File: config.mk
export PLATFORM = sky130hd
export DESIGN_NAME = rx_frame_fmt
export DESIGN_NICKNAME = d
export VERILOG_FILES = /design/src/rtl/rxf_pkg.sv /design/src/rtl/rxf_len_calc.sv /design/src/rtl/rxf_crc32.sv /design/src/rtl/rxf_fmt_ctrl.sv /design/src/rtl/rx_frame_fmt.sv
export SDC_FILE = /design/constraint.sdc
export NUM_CORES = 1
export LEC_CHECK = 0
export BUFFER_PORTS_ARGS = -buffer_cell sky130_fd_sc_hd__buf_2
export CORE_ASPECT_RATIO = 0.5
export CORE_UTILIZATION = 62
export CTS_CLUSTER_DIAMETER = 40
export CTS_CLUSTER_SIZE = 14
export DETAILED_ROUTE_END_ITERATION = 10
export PLACE_DENSITY = 0.87
export SLEW_MARGIN = 10
export SYNTH_ARGS = -nofsm -noshare
export SYNTH_HDL_FRONTEND = slang
export SYNTH_HIERARCHICAL = 1
export SYNTH_SLANG_ARGS = --single-unit
File: constraint.sdc
create_clock -name clk -period 9.09 [get_ports clk]
set_input_delay 2.2725 -clock clk [delete_from_list [all_inputs] [get_ports clk]]
set_output_delay 2.2725 -clock clk [all_outputs]
set_load 0.03 [all_outputs]
File: src/rtl/rxf_pkg.sv
// Package: shared types and the byte-wise CRC-32 step for the receive
// frame formatter. Assumes the reflected CRC-32 convention.
package rxf_pkg;

    typedef enum logic [2:0] {
        ST_IDLE,
        ST_HDR,
        ST_DATA,
        ST_PAD,
        ST_CRC,
        ST_TRL,
        ST_DONE,
        ST_DRAIN
    } rxf_state_e;

    localparam logic [31:0] CRC_POLY  = 32'hEDB88320;
    localparam int          ST_LONG_BIT = 11;
    localparam int          ST_ODD_BIT  = 12;
    localparam logic [7:0]  TRL_ODD   = 8'h60;
    localparam logic [7:0]  TRL_EVEN  = 8'h40;
    localparam int          HDR_BYTES = 4;

    // Advance a reflected CRC-32 register by one input byte.
    function automatic logic [31:0] crc_step(input logic [31:0] c_in,
                                             input logic [7:0]  d);
        logic [31:0] c;
        c = c_in ^ {24'd0, d};
        for (int k = 0; k < 8; k++) begin
            c = c[0] ? ((c >> 1) ^ CRC_POLY) : (c >> 1);
        end
        return c;
    endfunction

endpackage

File: src/rtl/rxf_len_calc.sv
// Length calculator: turns the declared frame length into the stored byte
// count, the status word, a fits-in-page flag and a short-frame flag.
// Purely combinational; assumes len is stable while it is used.
module rxf_len_calc
    import rxf_pkg::*;
#(
    parameter int LEN_W      = 12,
    parameter int PAGE_BYTES = 2048,
    parameter int MIN_FRAME  = 64,
    parameter int STD_MAX    = 1518
) (
    input  logic [LEN_W-1:0] len,
    input  logic             strip,
    output logic [15:0]      byte_cnt,
    output logic [15:0]      status,
    output logic             fits,
    output logic             is_short
);
    localparam int CW = LEN_W + 2;

    logic [LEN_W-1:0] base;
    logic [CW-1:0]    cnt_w;

    // Compute padded base length, total count and the accept limit.
    always_comb begin
        is_short = len < LEN_W'(MIN_FRAME);
        base     = is_short ? LEN_W'(MIN_FRAME) : {len[LEN_W-1:1], 1'b0};
        cnt_w    = {2'b00, base} + CW'(HDR_BYTES + 2) + (strip ? CW'(0) : CW'(4));
        fits     = (cnt_w <= CW'(PAGE_BYTES)) && (len != '0);
        byte_cnt = 16'(cnt_w);
    end

    // Build the status word from length class and parity.
    always_comb begin
        status              = '0;
        status[ST_LONG_BIT] = len > LEN_W'(STD_MAX);
        status[ST_ODD_BIT]  = len[0];
    end

endmodule

File: src/rtl/rxf_crc32.sv
// CRC-32 accumulator: one byte per enabled cycle, cleared to all ones.
// Output is the inverted (final) value of the current register.
module rxf_crc32
    import rxf_pkg::*;
(
    input  logic        clk,
    input  logic        rst_n,
    input  logic        clr,
    input  logic        en,
    input  logic [7:0]  din,
    output logic [31:0] crc_out
);
    logic [31:0] crc_q;

    // Hold, clear or advance the running CRC register.
    always_ff @(posedge clk) begin
        if (!rst_n) begin
            crc_q <= '1;
        end else if (clr) begin
            crc_q <= '1;
        end else if (en) begin
            crc_q <= crc_step(crc_q, din);
        end
    end

    // Present the finished (inverted) CRC.
    always_comb crc_out = ~crc_q;

endmodule

File: src/rtl/rxf_fmt_ctrl.sv
// Formatter sequencer: decides accept/refuse on the first beat, then writes
// header, data, padding, CRC and trailer into the claimed page one byte per
// cycle, and finally pushes the page. Assumes s_len is held for the whole
// frame and that the allocator reflects page_take on the following cycle.
module rxf_fmt_ctrl
    import rxf_pkg::*;
#(
    parameter int LEN_W     = 12,
    parameter int PAGE_AW   = 11,
    parameter int PAGE_W    = 2,
    parameter int MIN_FRAME = 64
) (
    input  logic               clk,
    input  logic               rst_n,
    input  logic               cfg_rx_on,
    input  logic               cfg_soft_rst,
    input  logic               cfg_strip_crc,
    input  logic               s_valid,
    output logic               s_ready,
    input  logic [7:0]         s_data,
    input  logic [LEN_W-1:0]   s_len,
    input  logic [15:0]        calc_cnt,
    input  logic [15:0]        calc_status,
    input  logic               calc_fits,
    input  logic               calc_short,
    input  logic               page_avail,
    input  logic [PAGE_W-1:0]  page_id,
    output logic               page_take,
    output logic               crc_clr,
    output logic               crc_en,
    output logic [7:0]         crc_din,
    input  logic [31:0]        crc_val,
    output logic               buf_we,
    output logic [PAGE_W-1:0]  buf_page,
    output logic [PAGE_AW-1:0] buf_addr,
    output logic [7:0]         buf_wdata,
    output logic               rxq_push,
    output logic [PAGE_W-1:0]  rxq_page,
    output logic               rcv_event,
    output logic               frame_drop
);
    rxf_state_e         state;
    logic [LEN_W-1:0]   len_q;
    logic [LEN_W-1:0]   idx;
    logic [15:0]        cnt_q;
    logic [15:0]        stat_q;
    logic               short_q;
    logic               strip_q;
    logic [PAGE_W-1:0]  page_q;
    logic [PAGE_AW-1:0] wptr;
    logic [1:0]         sub;
    logic [7:0]         odd_q;

    logic accept;
    logic last_beat;
    logic tail_odd;
    logic odd_long;
    logic pad_last;

    // Decode frame position and accept conditions.
    always_comb begin
        accept    = s_valid && cfg_rx_on && !cfg_soft_rst && page_avail && calc_fits;
        last_beat = (idx == len_q - 1'b1);
        tail_odd  = len_q[0] && last_beat;
        odd_long  = len_q[0] && !short_q;
        pad_last  = (idx == LEN_W'(MIN_FRAME - 1));
    end

    // Drive handshake, claim, CRC feed and buffer write signals.
    always_comb begin
        s_ready    = (state == ST_DATA) || (state == ST_DRAIN);
        page_take  = (state == ST_IDLE) && accept;
        frame_drop = (state == ST_IDLE) && s_valid && !accept;
        crc_clr    = page_take;
        crc_en     = ((state == ST_DATA) && s_valid) || (state == ST_PAD);
        crc_din    = (state == ST_DATA) ? s_data : 8'h00;
        buf_page   = page_q;
        buf_addr   = wptr;
        rxq_page   = page_q;
        rxq_push   = (state == ST_DONE);
        rcv_event  = (state == ST_DONE);
        buf_we     = 1'b0;
        buf_wdata  = 8'h00;
        unique case (state)
            ST_HDR: begin
                buf_we = 1'b1;
                unique case (wptr[1:0])
                    2'd0: buf_wdata = stat_q[7:0];
                    2'd1: buf_wdata = stat_q[15:8];
                    2'd2: buf_wdata = cnt_q[7:0];
                    default: buf_wdata = cnt_q[15:8];
                endcase
            end
            ST_DATA: begin
                buf_we    = s_valid && (!tail_odd || short_q);
                buf_wdata = s_data;
            end
            ST_PAD: begin
                buf_we    = 1'b1;
                buf_wdata = 8'h00;
            end
            ST_CRC: begin
                buf_we    = 1'b1;
                buf_wdata = crc_val[8*sub +: 8];
            end
            ST_TRL: begin
                buf_we = 1'b1;
                if (sub[0]) buf_wdata = odd_long ? TRL_ODD : TRL_EVEN;
                else        buf_wdata = odd_long ? odd_q : 8'h00;
            end
            default: ;
        endcase
    end

    // Sequence the frame through its phases and track write offsets.
    always_ff @(posedge clk) begin
        if (!rst_n) begin
            state   <= ST_IDLE;
            len_q   <= '0;
            idx     <= '0;
            cnt_q   <= '0;
            stat_q  <= '0;
            short_q <= 1'b0;
            strip_q <= 1'b0;
            page_q  <= '0;
            wptr    <= '0;
            sub     <= '0;
            odd_q   <= '0;
        end else begin
            if (buf_we) wptr <= wptr + 1'b1;
            unique case (state)
                ST_IDLE: begin
                    idx <= '0;
                    if (s_valid) begin
                        if (accept) begin
                            len_q   <= s_len;
                            cnt_q   <= calc_cnt;
                            stat_q  <= calc_status;
                            short_q <= calc_short;
                            strip_q <= cfg_strip_crc;
                            page_q  <= page_id;
                            wptr    <= '0;
                            state   <= ST_HDR;
                        end else begin
                            len_q <= (s_len == '0) ? LEN_W'(1) : s_len;
                            state <= ST_DRAIN;
                        end
                    end
                end
                ST_HDR: begin
                    if (wptr[1:0] == 2'd3) state <= ST_DATA;
                end
                ST_DATA: begin
                    if (s_valid) begin
                        idx <= idx + 1'b1;
                        if (tail_odd) odd_q <= s_data;
                        if (last_beat) begin
                            sub <= '0;
                            if (short_q)      state <= ST_PAD;
                            else if (strip_q) state <= ST_TRL;
                            else              state <= ST_CRC;
                        end
                    end
                end
                ST_PAD: begin
                    idx <= idx + 1'b1;
                    if (pad_last) begin
                        sub   <= '0;
                        state <= strip_q ? ST_TRL : ST_CRC;
                    end
                end
                ST_CRC: begin
                    sub <= sub + 1'b1;
                    if (sub == 2'd3) state <= ST_TRL;
                end
                ST_TRL: begin
                    sub <= sub + 1'b1;
                    if (sub[0]) state <= ST_DONE;
                end
                ST_DONE: begin
                    state <= ST_IDLE;
                end
                ST_DRAIN: begin
                    if (s_valid) begin
                        idx <= idx + 1'b1;
                        if (last_beat) state <= ST_IDLE;
                    end
                end
                default: state <= ST_IDLE;
            endcase
        end
    end

endmodule

File: src/rtl/rx_frame_fmt.sv
// Top of the receive frame formatter: joins the length calculator, the
// CRC accumulator and the sequencer. Assumes a page holds PAGE_BYTES bytes.
module rx_frame_fmt #(
    parameter int LEN_W      = 12,
    parameter int PAGE_BYTES = 2048,
    parameter int PAGE_W     = 2,
    parameter int MIN_FRAME  = 64,
    parameter int STD_MAX    = 1518,
    parameter int PAGE_AW    = $clog2(PAGE_BYTES)
) (
    input  logic               clk,
    input  logic               rst_n,
    input  logic               cfg_rx_on,
    input  logic               cfg_soft_rst,
    input  logic               cfg_strip_crc,
    input  logic               s_valid,
    output logic               s_ready,
    input  logic [7:0]         s_data,
    input  logic [LEN_W-1:0]   s_len,
    input  logic               page_avail,
    input  logic [PAGE_W-1:0]  page_id,
    output logic               page_take,
    output logic               buf_we,
    output logic [PAGE_W-1:0]  buf_page,
    output logic [PAGE_AW-1:0] buf_addr,
    output logic [7:0]         buf_wdata,
    output logic               rxq_push,
    output logic [PAGE_W-1:0]  rxq_page,
    output logic               rcv_event,
    output logic               frame_drop
);
    logic [15:0] calc_cnt;
    logic [15:0] calc_status;
    logic        calc_fits;
    logic        calc_short;
    logic        crc_clr;
    logic        crc_en;
    logic [7:0]  crc_din;
    logic [31:0] crc_val;

    rxf_len_calc #(
        .LEN_W(LEN_W), .PAGE_BYTES(PAGE_BYTES),
        .MIN_FRAME(MIN_FRAME), .STD_MAX(STD_MAX)
    ) u_len (
        .len(s_len), .strip(cfg_strip_crc),
        .byte_cnt(calc_cnt), .status(calc_status),
        .fits(calc_fits), .is_short(calc_short)
    );

    rxf_crc32 u_crc (
        .clk(clk), .rst_n(rst_n), .clr(crc_clr), .en(crc_en),
        .din(crc_din), .crc_out(crc_val)
    );

    rxf_fmt_ctrl #(
        .LEN_W(LEN_W), .PAGE_AW(PAGE_AW), .PAGE_W(PAGE_W), .MIN_FRAME(MIN_FRAME)
    ) u_ctrl (
        .clk(clk), .rst_n(rst_n),
        .cfg_rx_on(cfg_rx_on), .cfg_soft_rst(cfg_soft_rst), .cfg_strip_crc(cfg_strip_crc),
        .s_valid(s_valid), .s_ready(s_ready), .s_data(s_data), .s_len(s_len),
        .calc_cnt(calc_cnt), .calc_status(calc_status),
        .calc_fits(calc_fits), .calc_short(calc_short),
        .page_avail(page_avail), .page_id(page_id), .page_take(page_take),
        .crc_clr(crc_clr), .crc_en(crc_en), .crc_din(crc_din), .crc_val(crc_val),
        .buf_we(buf_we), .buf_page(buf_page), .buf_addr(buf_addr), .buf_wdata(buf_wdata),
        .rxq_push(rxq_push), .rxq_page(rxq_page), .rcv_event(rcv_event),
        .frame_drop(frame_drop)
    );

endmodule

==> qor.csv <==
metric;value;unit
vias per inst;5.85;
H-tree levels;4;
port bufs;57;
VDD IR max;287;uV
# setup viols final;0;
final worst slack;0.821;ns
sw frac;0.390;
Ys Warns;6;
CP required;6.82;ns
DRT Wirelength;18.2;mm
Cells after DPL;1068;
cell count after synthesis;903;
Longest Clk Path Bufs;2;
num rows;27;
DR iter-0 viols;506;
RSZ-0062 raised after global routing;false;
first drt pass iteration count;6;
routed vias;6434;
setup bufs post-CTS;0;
syn_area_per_cell;8.30;um2
Worst-path clk slew;0.05;ns
maximum capacitance violations;0;
vias in the first global route;5984;
Reg-to-Reg Start;u_ctrl/state[2];
Crit. End Element;output pin;
Synth Area in Compound Gates;0.176;
status;finished clean;
hold_buf cts;0;
critical-path maximum fanout;10;
worst hold slack;0.470;ns
final instance area;0.00831;mm2
flop-to-flop setup slack;5.99;ns
Max Freq;121;MHz
leak pwr;3.46;nW
final hold viol count;0;
top cells by count, synth;nand2_1, dfxtp_1, nor2_1, xnor2_1;
Worst Path Arrival;6.00;ns
Seq pwr share;0.259;
root buffer cell;clkbuf_16;
Worst setup SP type;input pin;
Yosys cell types;84;
Die Ht;79.8;um
Final HPWL DP;12.7;mm
multiplexer share of the synthesized area;0.0472;
worst hold path class;reg2reg;
most frequent cell after synthesis;nand2_1;
Final GP Congestion;0.895;
WL/cell;16.5;um
# IOs;58;
Post-Synth Simple-Gate Area;0.223;
sw power;1.06;mW
Final Util;0.730;
post-synthesis cell area;0.00750;mm2
Total GRT Usage;0.302;
# clock sinks;116;
Final min period;8.27;ns
Slew HR;0.403;
Clock Skews;0.0127;ns
XOR/XNOR Fraction of Synth Area;0.139;
Post-CTS Resized;0;
logic gate share of total power;0.471;
#FFs+latches synth;116;
Int Pwr;1.65;mW
total power;2.71;mW
Post-synth EDFFs;0;
setup TNS;0;ns
crit path to;page_take;
period utilisation layout;0.910;
worst skew pair latency;0.41;ns
PD cells;326;mW/mm2
Initial Utilization;0.659;
Post-Place Worst Slack;0.903;ns
largest family of logic cells by synthesized area;simple AND/OR/NAND/NOR gates;
fraction of layout cells with a size suffix above 1;0.149;
TritonCTS Buffers;17;
Worst Reg-to-Reg Cells;7;
Synth area leaders;dfxtp_1, nand2_1, xnor2_1;
Crit Path Class;in2out;
Cell Area, Placed;0.00766;mm2
CTS tree;built;
Finished Layout Cells;1100;
first-pass GRT wire length;29.3;mm
DIE AREA;0.0126;mm2
die width;158;um
reg2reg end;u_crc/crc_q[24];
Main synth FF type;dfxtp_1;
total grt overflow;0;
DRC;0;
core area;0.0114;mm2
Antenna Cells;0;
critical path startpoint;s_len[9];
Max Slew Vio Count;0;
largest net degree at the start of global routing;73;
clock power share;0.270;
Nets;968;
number of fillers in the final layout;869;
Async SR Flop Fraction;0;
Tightest Pin Transition;0.888;ns
dominant cell type by area after synthesis;dfxtp_1;
post-route ant nets;0;
Adder-Cell Fraction of Synth Area;0.0194;
top-area cell type share of the netlist area;0.310;
synth-to-layout area growth;10.8;%
register area share after synthesis;0.310;
initial antenna violation count;0;
[cell type report]
type / instances / area [um2] / share of cell area
multi-input cells: 675 / 4600 / 0.553
flip-flops and latches: 116 / 2320 / 0.280
clock buffers: 23 / 468 / 0.0563
repair buffers: 64 / 338 / 0.0407
inverters: 54 / 208 / 0.0250
well taps: 159 / 199 / 0.0239
clock inverters: 9 / 175 / 0.0211
[state kept, by name (all words and copies together) (netlist names), 3 cells and up]
signal / cells
u_ctrl/len_q: 12
u_ctrl/idx: 12
u_ctrl/state: 3
u_ctrl/buf_addr: 11
u_crc/crc_q: 32
u_ctrl/cnt_q: 16
u_ctrl/stat_q: 16
u_ctrl/odd_q: 8
[power by group through the flow]
stage / combinational [mW] / sequential, mW / clock [mW]
2_1_floorplan: 1.08 / 0.666 / 0
3_3_place_gp: 1.22 / 0.704 / 0
3_5_place_dp: 1.25 / 0.712 / 0
4_1_cts: 1.27 / 0.702 / 0.737
5_1_grt: 1.38 / 0.715 / 0.760
6_report: 1.28 / 0.703 / 0.730
[critical path: stages]
cell and delay (ns):
buf_2 0.16, nor2_1 0.14, nand3_2 0.17, nand2_1 0.11, ha_1 0.22, inv_1 0.05, ha_1 0.18, inv_1 0.06
fa_1 0.49, and3b_1 0.39, nand2_1 0.10, a2111oi_2 0.34, o2111ai_1 0.16, a221oi_1 0.33, nand4b_1 0.16, nor2_1 0.17
nand2_1 0.18, inv_2 0.11, buf_2 0.19
[routing by layer]
metal  track usage  wire length, um  up-vias
li1              -                -     3130
met1         0.389             8240     3068
met2         0.501             8360      206
met3        0.0641             1290       30
met4         0.112              292        0
met5             0                0        -
[cell usage in the layout, fill, tap and decap left out, types with 15 or more instances in the layout]
cell type,n
xor2_1,22
o21ai_0,25
nor2b_1,16
nand2_1,149
clkbuf_16,17
nor2_1,59
inv_1,50
a21oi_1,44
xnor2_1,55
dfxtp_1,116
buf_2,57
a21boi_0,50
o211ai_1,16
conb_1,18
nand3_1,15
nor3_1,15
[kinds of logic (layout without fill, tap and decap cells)]
kind of cell,Yosys count,count (layout)
other,1,18
buffers and inverters,129,150
adder cells (fa/ha/maj),11,11
XOR/XNOR,94,94
flip-flops,116,116
AND/OR/NAND/NOR,337,337
multiplexers,25,25
AO/OA/AOI/OAI,190,190
[how the worst min path moves through the flow]
stage | startpoint | to | slack [ns] | depth (start not counted)
CTS | u_ctrl/stat_q[6] | u_ctrl/stat_q[6] | 0.47 | 2
detailed placement | u_ctrl/stat_q[6] | u_ctrl/stat_q[6] | 0.46 | 2
floorplan | u_crc/crc_q[22] | u_crc/crc_q[22] | 0.44 | 2
finish | u_ctrl/stat_q[6] | u_ctrl/stat_q[6] | 0.47 | 2
global placement | u_ctrl/stat_q[6] | u_ctrl/stat_q[6] | 0.45 | 2
global route | u_ctrl/stat_q[6] | u_ctrl/stat_q[6] | 0.48 | 2
Power figures use the tool's default switching activity.
